### src/rtl/fsel_pkg.sv
package fsel_pkg;
  typedef enum logic [1:0] {
    FM_DUAL_FILL = 2'd0,
    FM_DUAL_HALF = 2'd1,
    FM_SINGLE    = 2'd2,
    FM_ROTATE    = 2'd3
  } fmode_e;
endpackage

### src/rtl/fsel_elig.sv
module fsel_elig #(
  parameter int N        = 4,
  parameter int CW       = 7,
  parameter int CAP_PAIR = 20,
  parameter int CAP_MANY = 15
) (
  input  logic [N-1:0]    active,
  input  logic [N-1:0]    ready,
  input  logic [N-1:0]    blocked,
  input  logic            cap_en,
  input  logic [N*CW-1:0] counts,
  output logic [N-1:0]    elig
);
  localparam int AW = $clog2(N + 1);
  logic [AW-1:0] nact;
  logic [CW-1:0] limit;
  logic          capped;

  always_comb begin
    nact = '0;
    for (int t = 0; t < N; t++) nact = nact + AW'(active[t]);
    limit  = (nact == AW'(2)) ? CW'(CAP_PAIR) : CW'(CAP_MANY);
    capped = cap_en && (nact >= AW'(2));
  end

  for (genvar t = 0; t < N; t++) begin : g_elig
    assign elig[t] = active[t] && ready[t] && !blocked[t] &&
                     !(capped && (counts[t*CW +: CW] > limit));
  end
endmodule

### src/rtl/fsel_rank.sv
module fsel_rank #(
  parameter int N  = 4,
  parameter int CW = 7,
  localparam int IW = $clog2(N)
) (
  input  logic [N-1:0]    elig,
  input  logic [N*CW-1:0] counts,
  output logic            first_vld,
  output logic [IW-1:0]   first_id,
  output logic            second_vld,
  output logic [IW-1:0]   second_id
);
  logic [CW-1:0] cnt [N];
  logic [CW-1:0] best0, best1;

  for (genvar t = 0; t < N; t++) begin : g_unpack
    assign cnt[t] = counts[t*CW +: CW];
  end

  always_comb begin
    first_vld = 1'b0; first_id = '0; best0 = '0;
    for (int t = 0; t < N; t++) begin
      if (elig[t] && (!first_vld || cnt[t] < best0)) begin
        first_vld = 1'b1; first_id = IW'(t); best0 = cnt[t];
      end
    end
    second_vld = 1'b0; second_id = '0; best1 = '0;
    for (int t = 0; t < N; t++) begin
      if (elig[t] && (IW'(t) != first_id) && (!second_vld || cnt[t] < best1)) begin
        second_vld = 1'b1; second_id = IW'(t); best1 = cnt[t];
      end
    end
  end
endmodule

### src/rtl/fsel_rr.sv
module fsel_rr #(
  parameter int N = 4,
  localparam int IW = $clog2(N)
) (
  input  logic          clk,
  input  logic          rst_n,
  input  logic [N-1:0]  elig,
  input  logic          advance,
  output logic          pick_vld,
  output logic [IW-1:0] pick_id
);
  logic [IW-1:0] ptr;
  int idx;

  always_comb begin
    pick_vld = 1'b0; pick_id = '0; idx = 0;
    for (int k = N - 1; k >= 0; k--) begin
      idx = int'(ptr) + k;
      if (idx >= N) idx = idx - N;
      if (elig[idx]) begin
        pick_vld = 1'b1; pick_id = IW'(idx);
      end
    end
  end

  always_ff @(posedge clk) begin
    if (!rst_n) ptr <= '0;
    else if (advance && pick_vld)
      ptr <= (pick_id == IW'(N - 1)) ? '0 : pick_id + IW'(1);
  end

  assert_ptr_hold_R9: assert property (@(posedge clk) disable iff (!rst_n)
    !$past(advance) |-> $stable(ptr));
endmodule

### src/rtl/fsel_budget.sv
module fsel_budget #(
  parameter int W = 8,
  localparam int BW = $clog2(W + 1)
) (
  input  fsel_pkg::fmode_e mode,
  input  logic             first_vld,
  input  logic             second_vld,
  input  logic [BW-1:0]    avail0,
  input  logic [BW-1:0]    avail1,
  output logic [BW-1:0]    b0,
  output logic [BW-1:0]    b1,
  output logic             v1
);
  import fsel_pkg::*;
  logic [BW-1:0] rest;

  always_comb begin
    b0 = '0; b1 = '0; v1 = 1'b0; rest = '0;
    if (first_vld) begin
      unique case (mode)
        FM_DUAL_FILL: begin
          b0   = (avail0 > BW'(W)) ? BW'(W) : avail0;
          rest = BW'(W) - b0;
          if (second_vld) begin
            b1 = (avail1 > rest) ? rest : avail1;
            v1 = (b1 != '0);
          end
        end
        FM_DUAL_HALF: begin
          b0 = BW'(W / 2);
          if (second_vld) begin
            b1 = BW'(W / 2); v1 = 1'b1;
          end
        end
        default: b0 = BW'(W);
      endcase
    end
  end
endmodule

### src/rtl/fetch_select.sv
module fetch_select #(
  parameter int N        = 4,
  parameter int CW       = 7,
  parameter int W        = 8,
  parameter int CAP_PAIR = 20,
  parameter int CAP_MANY = 15,
  localparam int IW = $clog2(N),
  localparam int BW = $clog2(W + 1)
) (
  input  logic            clk,
  input  logic            rst_n,
  input  logic [1:0]      mode_i,
  input  logic            cap_en_i,
  input  logic [N-1:0]    active_i,
  input  logic [N-1:0]    ready_i,
  input  logic [N-1:0]    blocked_i,
  input  logic [N*CW-1:0] icount_i,
  input  logic [N*BW-1:0] avail_i,
  input  logic            sel_ready_i,
  output logic            sel_valid_o,
  output logic [IW-1:0]   sel0_tid_o,
  output logic [BW-1:0]   sel0_budget_o,
  output logic            sel1_valid_o,
  output logic [IW-1:0]   sel1_tid_o,
  output logic [BW-1:0]   sel1_budget_o
);
  import fsel_pkg::*;
  fmode_e mode;
  logic [N-1:0] elig;
  logic f_vld, s_vld, r_vld, rotate;
  logic [IW-1:0] f_id, s_id, r_id, id0, id1;
  logic v0, v1r;
  logic [BW-1:0] b0, b1;

  assign mode   = fmode_e'(mode_i);
  assign rotate = (mode == FM_ROTATE);

  fsel_elig #(.N(N), .CW(CW), .CAP_PAIR(CAP_PAIR), .CAP_MANY(CAP_MANY)) u_elig (
    .active(active_i), .ready(ready_i), .blocked(blocked_i),
    .cap_en(cap_en_i), .counts(icount_i), .elig(elig));

  fsel_rank #(.N(N), .CW(CW)) u_rank (
    .elig(elig), .counts(icount_i), .first_vld(f_vld), .first_id(f_id),
    .second_vld(s_vld), .second_id(s_id));

  fsel_rr #(.N(N)) u_rr (
    .clk(clk), .rst_n(rst_n), .elig(elig),
    .advance(rotate && sel_ready_i), .pick_vld(r_vld), .pick_id(r_id));

  assign v0  = rotate ? r_vld : f_vld;
  assign id0 = rotate ? r_id : f_id;
  assign id1 = s_id;

  fsel_budget #(.W(W)) u_budget (
    .mode(mode), .first_vld(v0), .second_vld(s_vld && !rotate),
    .avail0(avail_i[id0*BW +: BW]), .avail1(avail_i[id1*BW +: BW]),
    .b0(b0), .b1(b1), .v1(v1r));

  assign sel_valid_o   = v0;
  assign sel0_tid_o    = v0 ? id0 : '0;
  assign sel0_budget_o = b0;
  assign sel1_valid_o  = v1r;
  assign sel1_tid_o    = v1r ? id1 : '0;
  assign sel1_budget_o = v1r ? b1 : '0;

  logic [CW-1:0] cnt_a [N];
  for (genvar t = 0; t < N; t++) begin : g_cnt
    assign cnt_a[t] = icount_i[t*CW +: CW];
  end

  assert_pick_eligible_R1: assert property (@(posedge clk) disable iff (!rst_n)
    sel_valid_o |-> active_i[sel0_tid_o] && ready_i[sel0_tid_o] && !blocked_i[sel0_tid_o]);
  assert_cap_many_R2: assert property (@(posedge clk) disable iff (!rst_n)
    (sel_valid_o && cap_en_i && $countones(active_i) >= 3) |-> cnt_a[sel0_tid_o] <= CW'(CAP_MANY));
  assert_pair_order_R3: assert property (@(posedge clk) disable iff (!rst_n)
    sel1_valid_o |-> sel_valid_o && (sel1_tid_o != sel0_tid_o) && (cnt_a[sel0_tid_o] <= cnt_a[sel1_tid_o]));
  assert_width_bound_R4: assert property (@(posedge clk) disable iff (!rst_n)
    sel_valid_o |-> ({1'b0, sel0_budget_o} + {1'b0, sel1_budget_o}) <= (BW+1)'(W));
  assert_even_split_R5: assert property (@(posedge clk) disable iff (!rst_n)
    (mode_i == 2'd1 && sel1_valid_o) |-> (sel0_budget_o == BW'(W/2)) && (sel1_budget_o == BW'(W/2)));
  assert_single_slot_R6: assert property (@(posedge clk) disable iff (!rst_n)
    mode_i[1] |-> !sel1_valid_o);
  assert_idle_R8: assert property (@(posedge clk) disable iff (!rst_n)
    !sel_valid_o |-> !sel1_valid_o && sel0_budget_o == '0 && sel0_tid_o == '0);
endmodule

### config.mk
export PLATFORM = sky130hd
export DESIGN_NAME = fetch_select
export DESIGN_NICKNAME = d
export VERILOG_FILES = /design/src/rtl/fsel_pkg.sv /design/src/rtl/fsel_elig.sv /design/src/rtl/fsel_rank.sv /design/src/rtl/fsel_rr.sv /design/src/rtl/fsel_budget.sv /design/src/rtl/fetch_select.sv
export SDC_FILE = /design/constraint.sdc
export NUM_CORES = 1
export LEC_CHECK = 0
export BUFFER_PORTS_ARGS = -buffer_cell sky130_fd_sc_hd__buf_2
export CORE_MARGIN = 4
export CORE_UTILIZATION = 50
export DETAILED_ROUTE_END_ITERATION = 10
export PLACE_DENSITY = 0.79
export RECOVER_POWER = 25
export SYNTH_ARGS = -nofsm -noshare
export SYNTH_HDL_FRONTEND = slang
export SYNTH_SLANG_ARGS = --single-unit
export TNS_END_PERCENT = 1
### constraint.sdc
create_clock -name clk -period 17 [get_ports clk]
set_input_delay 0.85 -clock clk [delete_from_list [all_inputs] [get_ports clk]]
set_output_delay 0.85 -clock clk [all_outputs]
set_load 0.05 [all_outputs]
Yosys cells after proc, flatten, opt, wreduce, memory -nomap -nowiden. Index checks and enable logic that the tools add are counted. Widths: inputs -> output; s select.

Bits in registers: 2. Output and inout bits: 14.

$add $sub $neg: 12. Order comparisons: 21. Equality and inequality tests: 7. Shift operators: 2. Muxes and demuxes: 63. Reductions and logical operators: 54.

Operators by type and width (number): $lt 32x4->1 const B (4); $mux 32 (4); $ge 32x4->1 const B (3); $sub 32x4->32 const B (3); $lt 7x7->1 (6); $mux 7 (6); $shiftx 16x5->4 (2); $logic_and 1x1->1 (30); $gt 7x7->1 (4); $mux 1 (26); $mux 2 (12); $mux 4 (6); $pmux 4 s2 (2); $logic_not 1->1 (15); $bmux 1 s2 (4); $add 2x2->3 const B (2); $add 3x1->3 (2); $logic_or 1x1->1 (6); $mux 5 (1); $eq 2x2->1 const B (2); $gt 4x4->1 (1); $gt 4x4->1 const B (1); $ne 2x2->1 const A (2); $reduce_bool 4->1 (1); 14 further kinds (14).

Longest topological paths before layout.
Depth in word-level cells: 45. Gate-level depth with buffers: 82.

Cells and area by module. From an unflattened synthesis, not the netlist that was laid out.

Cells, all modules: 393. Area, all modules: 2974.1 um2.

Modules (own cells, without submodules): fsel_rank (instances 1, cells each 228, area an instance 1680.4 um2); fsel_elig (instances 1, cells each 66, area an instance 503.0 um2); fsel_budget (instances 1, cells each 51, area an instance 325.3 um2); fetch_select (instances 1, cells each 23, area an instance 297.8 um2); fsel_rr (instances 1, cells each 25, area an instance 167.7 um2).

Worst setup path before layout. Ideal clock, no wire load.

Path kind: input-to-output. From: in active_i[0]. To: out sel1_budget_o[3]. Arrival time: 17.426 ns. Required time: 16.150 ns. Setup slack: -1.276 ns. Cell stages on the path: 75. Path buffers: 5. Cells stage by stage: ha_1 > fa_1 > ha_1 > or3b_2 > inv_1 > ha_1 > nor2b_1 > o21ai_0 > a31o_2 > and2_0 > clkbuf_1 > nand2_1 > ha_1 > a21o_1 > a21oi_1 > o21ai_1 > a21oi_1 > nor2_1 > [... 39 more ...] > a21oi_1 > ha_1 > a21o_1 > a21o_1 > a211oi_1 > a21oi_1 > a211oi_1 > o21ai_2 > mux2i_1 > mux2_2 > ha_1 > nor2b_1 > o21ai_0 > nand2b_1 > a21oi_1 > a41o_1 > inv_1 > a211oi_1.

Cells in the longest elaborated chain, start to end: 45.

RTL lines: start: declaration (RTL line fetch_select.sv:14) `input logic [N-1:0] active_i,`; $add 1x1->2 (RTL line fsel_elig.sv:21) `for (int t = 0; t < N; t++) nact = nact + AW'(active[t]);`; $add 3x1->3 (2 in a row) (RTL line fsel_elig.sv:21); $eq 3x2->1 (RTL line fsel_elig.sv:22) `limit = (nact == AW'(2)) ? CW'(CAP_PAIR) : CW'(CAP_MANY);`; $mux 5 (RTL line fsel_elig.sv:22); $gt 7x7->1 (RTL line fsel_elig.sv:28) `!(capped && (counts[t*CW +: CW] > limit));`; $logic_and 1x1->1 (RTL line fsel_elig.sv:28); $logic_not 1->1 (RTL line fsel_elig.sv:28); $logic_and 1x1->1 (RTL line fsel_elig.sv:27) `assign elig[t] = active[t] && ready[t] && !blocked[t] &&`; [... 28 more ...]; $shiftx 16x5->4 (RTL line fetch_select.sv:56) `.avail0(avail_i[id0*BW +: BW]), .avail1(avail_i[id1*BW +: BW]),`; $gt 4x4->1 (RTL line fsel_budget.sv:25) `b1 = (avail1 > rest) ? rest : avail1;`; $mux 4 (RTL line fsel_budget.sv:25); $reduce_bool 4->1 (RTL line fsel_budget.sv:26) `v1 = (b1 != '0);`; $mux 1 (RTL line fsel_budget.sv:24) `if (second_vld) begin`; $pmux 1 s2 (RTL line fsel_budget.sv:20) `unique case (mode)`; $mux 1 (RTL line fsel_budget.sv:19) `if (first_vld) begin`; $mux 4 (*) (RTL line fetch_select.sv:64) `assign sel1_budget_o = v1r ? b1 : '0;`; end: declaration (RTL line fetch_select.sv:25) `output logic [BW-1:0] sel1_budget_o`.

Mark *: on every way between the ends. The rest lies on a longest branch, timed or not. The select of a mux whose other input is x is not followed.

Worst setup path in the final report.
From: in active_i[0]. To: out sel1_tid_o[1].

Cells in the longest elaborated chain, start to end: 45.

RTL lines: $add 1x1->2 (RTL line fsel_elig.sv:21); $add 3x1->3 (2 in a row) (RTL line fsel_elig.sv:21); $eq 3x2->1 (RTL line fsel_elig.sv:22); $mux 5 (RTL line fsel_elig.sv:22); $gt 7x7->1 (RTL line fsel_elig.sv:28); $logic_and 1x1->1 (RTL line fsel_elig.sv:28); $logic_not 1->1 (RTL line fsel_elig.sv:28); $logic_and 1x1->1 (RTL line fsel_elig.sv:27); [... 28 more ...]; $shiftx 16x5->4 (RTL line fetch_select.sv:56); $gt 4x4->1 (RTL line fsel_budget.sv:25); $mux 4 (RTL line fsel_budget.sv:25); $reduce_bool 4->1 (RTL line fsel_budget.sv:26); $mux 1 (RTL line fsel_budget.sv:24); $pmux 1 s2 (RTL line fsel_budget.sv:20); $mux 1 (RTL line fsel_budget.sv:19); $mux 2 (*) (RTL line fetch_select.sv:63) `assign sel1_tid_o = v1r ? id1 : '0;`; end: declaration (RTL line fetch_select.sv:24) `output logic [IW-1:0] sel1_tid_o,`.

Marked as above.

==> impl_results.md <==
- Outcome: complete, no violations
- Leak pwr: 1.96 nW
- Clk_skew: roughly 0.0036 ns
- Top flop regs: u_rr.ptr: 2 flops
- Final WL: about 10 mm
- Max stage delay on crit path: 0.43 ns
- DRT Pass-1 Iters: 5
- Max_cap viols: 0
- Hold Path Class: reg2reg
- Seq pwr share: 0.032
- IO Count: 76
- Top reg by flops: u_rr.ptr
- Clock Tree Root: clkbuf_8
- Row Count: 27
- Psw: slightly below 80 uW
- Syn Std Cell Area: a little under 3000 um2
- Synth unique cells: 66
- Total Routing Usage GR: 0.259
- Drt initial violations: roughly 230
- M1 WL: 4.47 mm
- Die span in x: 84.3 um
- Rel. slew slack: 0.590
- Slew Limit Fails: 0
- Via Count: 3,609
- Max stage delay cell, worst path: or3b_4
- Worst vdd ir: between 0.00004 and 0.00005 V
- Number of flops mapped to enable cells by yosys: 0
- Placed inst area: roughly 3700 um2
- Vias in the first global route: 3,363
- IO Port Bufs: 75
- Final std cells w/o fill: 574
- Layout cells sized above 1: 0.408
- Syn Nets: 509
- Power per cell area: ~38 nW/um2
- Internal: 78.2 uW
- Routed len/inst: roughly 18 um
- Synth warn: 0
- Critical Path RT: 16.15 ns
- Number of setup violations in the final report: 0
- Asr flop ratio synth: 0
- Largest register FFs: 2
- Avg Cell Area, Syn: 7.55 um2
- Routed vias/inst: approximately 6.3
- Ratio of final minimum period to clock period: 0.978
- Residual DRC: 0
- TritonCTS clock tree: done
- Post-Syn Instances: 386
- Met3 wire length: about 660 um
- Nets: 627
- Post-layout utilization of the core: 0.733
- Worst slew pin tran: 0.608 ns
- Worst r2r path cells: 7
- Critical path capture point type: output port
- Largest driver fanout on the critical path: 6
- Fin. Hold Viols: 0
- Placed insts: 554
- Dpl hpwl: 7.99 mm
- Synthesis-stage register bit count: 2
- Clock power frac: 0.119
- Global-route wire length before repair: approximately 16 mm
- DIE AREA: 7110 um2
- CTS Sinks: 2
- Routed Antenna Nets: 0
- Final setup TNS: 0 ns
- Initial antenna violation count: 0
- Seq/Total Area, Yosys: 0.0137
- Design Area, Final: 4090 um2
- Largest net degree at the start of global routing: 15
- CTS buffer count: 3
- Area delta synth->final: 40.2%
- Dominant synthesized flop cell: dfxtp_1
- Period minus WS final: 16.62 ns
- Hold-fix buffers, CTS: 0
- Switch share: 0.502
- FMAX: 60.2 MHz
- Startpoint Class: input port
- Top Layer Used: met4
- Met2 WL: 4.78 mm
- CTS H-tree lvls: 1
- Grt total ovfl: 0
- Routability Congestion: 0.989
- # diodes: 0
- CTS max path bufs: 2
- Hold Path Stages: 1
- Initial Util: 0.523
- Hold_ws: between 0.5 and 0.6 ns
- Worst-skew pair later-pin latency: 0.21 ns
- Comb pwr share: 0.848
- Crit Path Category: in2out
- CP arrival: 15.77 ns
- Die span in y: 84.3 um
- Clock-pin transition on the worst setup and hold timing paths: about 0.030 ns
- Core ar.: 5570 um2
-- worst max-delay path, delay by kind of cell --
kind | cells | cell delay (ns)
buf+inv | 13 | 1.91
fa+ha+maj | 11 | 3.00
compound gates | 36 | 6.47
simple gates | 13 | 1.95
mux | 6 | 1.58
-- cells in the final DEF (no fill, tap or decap), types with 4 or more instances in the layout --
master / synthesis / routed
a211o_1: 4 / 4
a211oi_1: 8 / 4
a211oi_2: 1 / 5
a21o_1: 16 / 16
a21oi_1: 34 / 25
a21oi_2: 2 / 10
and3_1: 7 / 7
buf_2: 3 / 73
buf_4: 0 / 43
buf_6: 0 / 5
ha_1: 60 / 53
ha_4: 0 / 7
inv_1: 28 / 26
mux2_2: 15 / 12
mux2i_1: 8 / 6
mux4_2: 4 / 4
nand2_1: 31 / 26
nand2_2: 0 / 5
nand2b_1: 7 / 6
nand3_1: 7 / 5
nand4_1: 5 / 5
nor2_1: 38 / 37
nor2b_1: 6 / 6
nor3_1: 5 / 5
o211ai_1: 4 / 4
o21ai_0: 17 / 13
o21ai_1: 7 / 9
-- worst paths after layout --
path | start | slack, ns | endpoint
worst min register to register | u_rr.ptr[1]$_SDFFE_PN0P_ | 0.58 | u_rr.ptr[1]$_SDFFE_PN0P_
worst max register to register | u_rr.ptr[1]$_SDFFE_PN0P_ | 15.66 | u_rr.ptr[1]$_SDFFE_PN0P_
worst max-delay path | active_i[0] | 0.38 | sel1_tid_o[1]
worst min-delay path | u_rr.ptr[1]$_SDFFE_PN0P_ | 0.58 | u_rr.ptr[1]$_SDFFE_PN0P_
-- power by group through the flow --
stage / clock network [mW] / registers [mW] / logic (mW)
after floorplan: 0 / 0.00509 / 0.0767
after global placement: 0 / 0.00512 / 0.111
after detailed placement: 0 / 0.00514 / 0.116
after CTS: 0.0191 / 0.00508 / 0.117
after global routing: 0.0202 / 0.00512 / 0.147
final: 0.0187 / 0.00509 / 0.133
-- per-layer routing --
layer	GRT usage	up-vias
li1	-	1712
met1	0.363	1687
met2	0.435	176
met3	0.0147	34
met4	0.0599	0
met5	0	-
-- final cells by class --
class                           instances  area [um2]
Clock buffer                            3        41.3
Sequential cell                         2        40.0
Multi-Input combinational cell        348        3060
Inverter                               28         105
Tap cell                               72        90.1
Fill cell                             420        1490
Timing Repair Buffer                  121         744
-- cells in the mapped netlist (all sizes together), types with 3 or more instances --
master   number  area (um2)
a211o         4        35.0
a211oi        9        72.6
inv          28         105
nand2b        7        43.8
a41o          3        30.0
or2           3        18.8
and3          7        43.8
a21o         16         120
ha           60         751
a31oi         4        25.0
mux2         16         180
buf           4        18.8
and2          4        25.0
a2bb2oi       4        41.3
nor2b         6        37.5
o21ai        25         129
mux4          4        90.1
clkbuf        4        15.0
nand4         5        31.3
nor2         38         143
nor4          4        31.3
o211ai        4        30.0
nor3          5        25.0
nand2        31         116
a21oi        36         188
nand3         7        35.0
mux2i         8        80.1
a22oi         3        22.5
-- cells by family after synthesis --
group | synth area share
adders and majority gates | 0.268
and+or+nand+nor | 0.207
DFF | 0.0137
xor gates and xnor gates | 0.00601
muxes | 0.120
AOI/OAI and AO/OA | 0.338
buffers and inverters | 0.0477
-- through the flow --
stage                     worst slack (ns)  power (mW)
after floorplan                     0.0359      0.0818
after global placement               0.188       0.116
after detailed placement           -0.0990       0.121
after CTS                          0.00473       0.141
after global routing                -0.326       0.172
final                                0.382       0.157
-- what timing repair did --
| action | 4_1_cts | 5_1_grt |
|---|---|---|
| gates cloned | 0 | 1 |
| setup buffers | 2 | 14 |
| setup endpoints to repair | 3 | 7 |
| pin swaps | 2 | 19 |
| gates resized for setup | 1 | 55 |
Note: power is estimated with default switching activity, not from simulation.
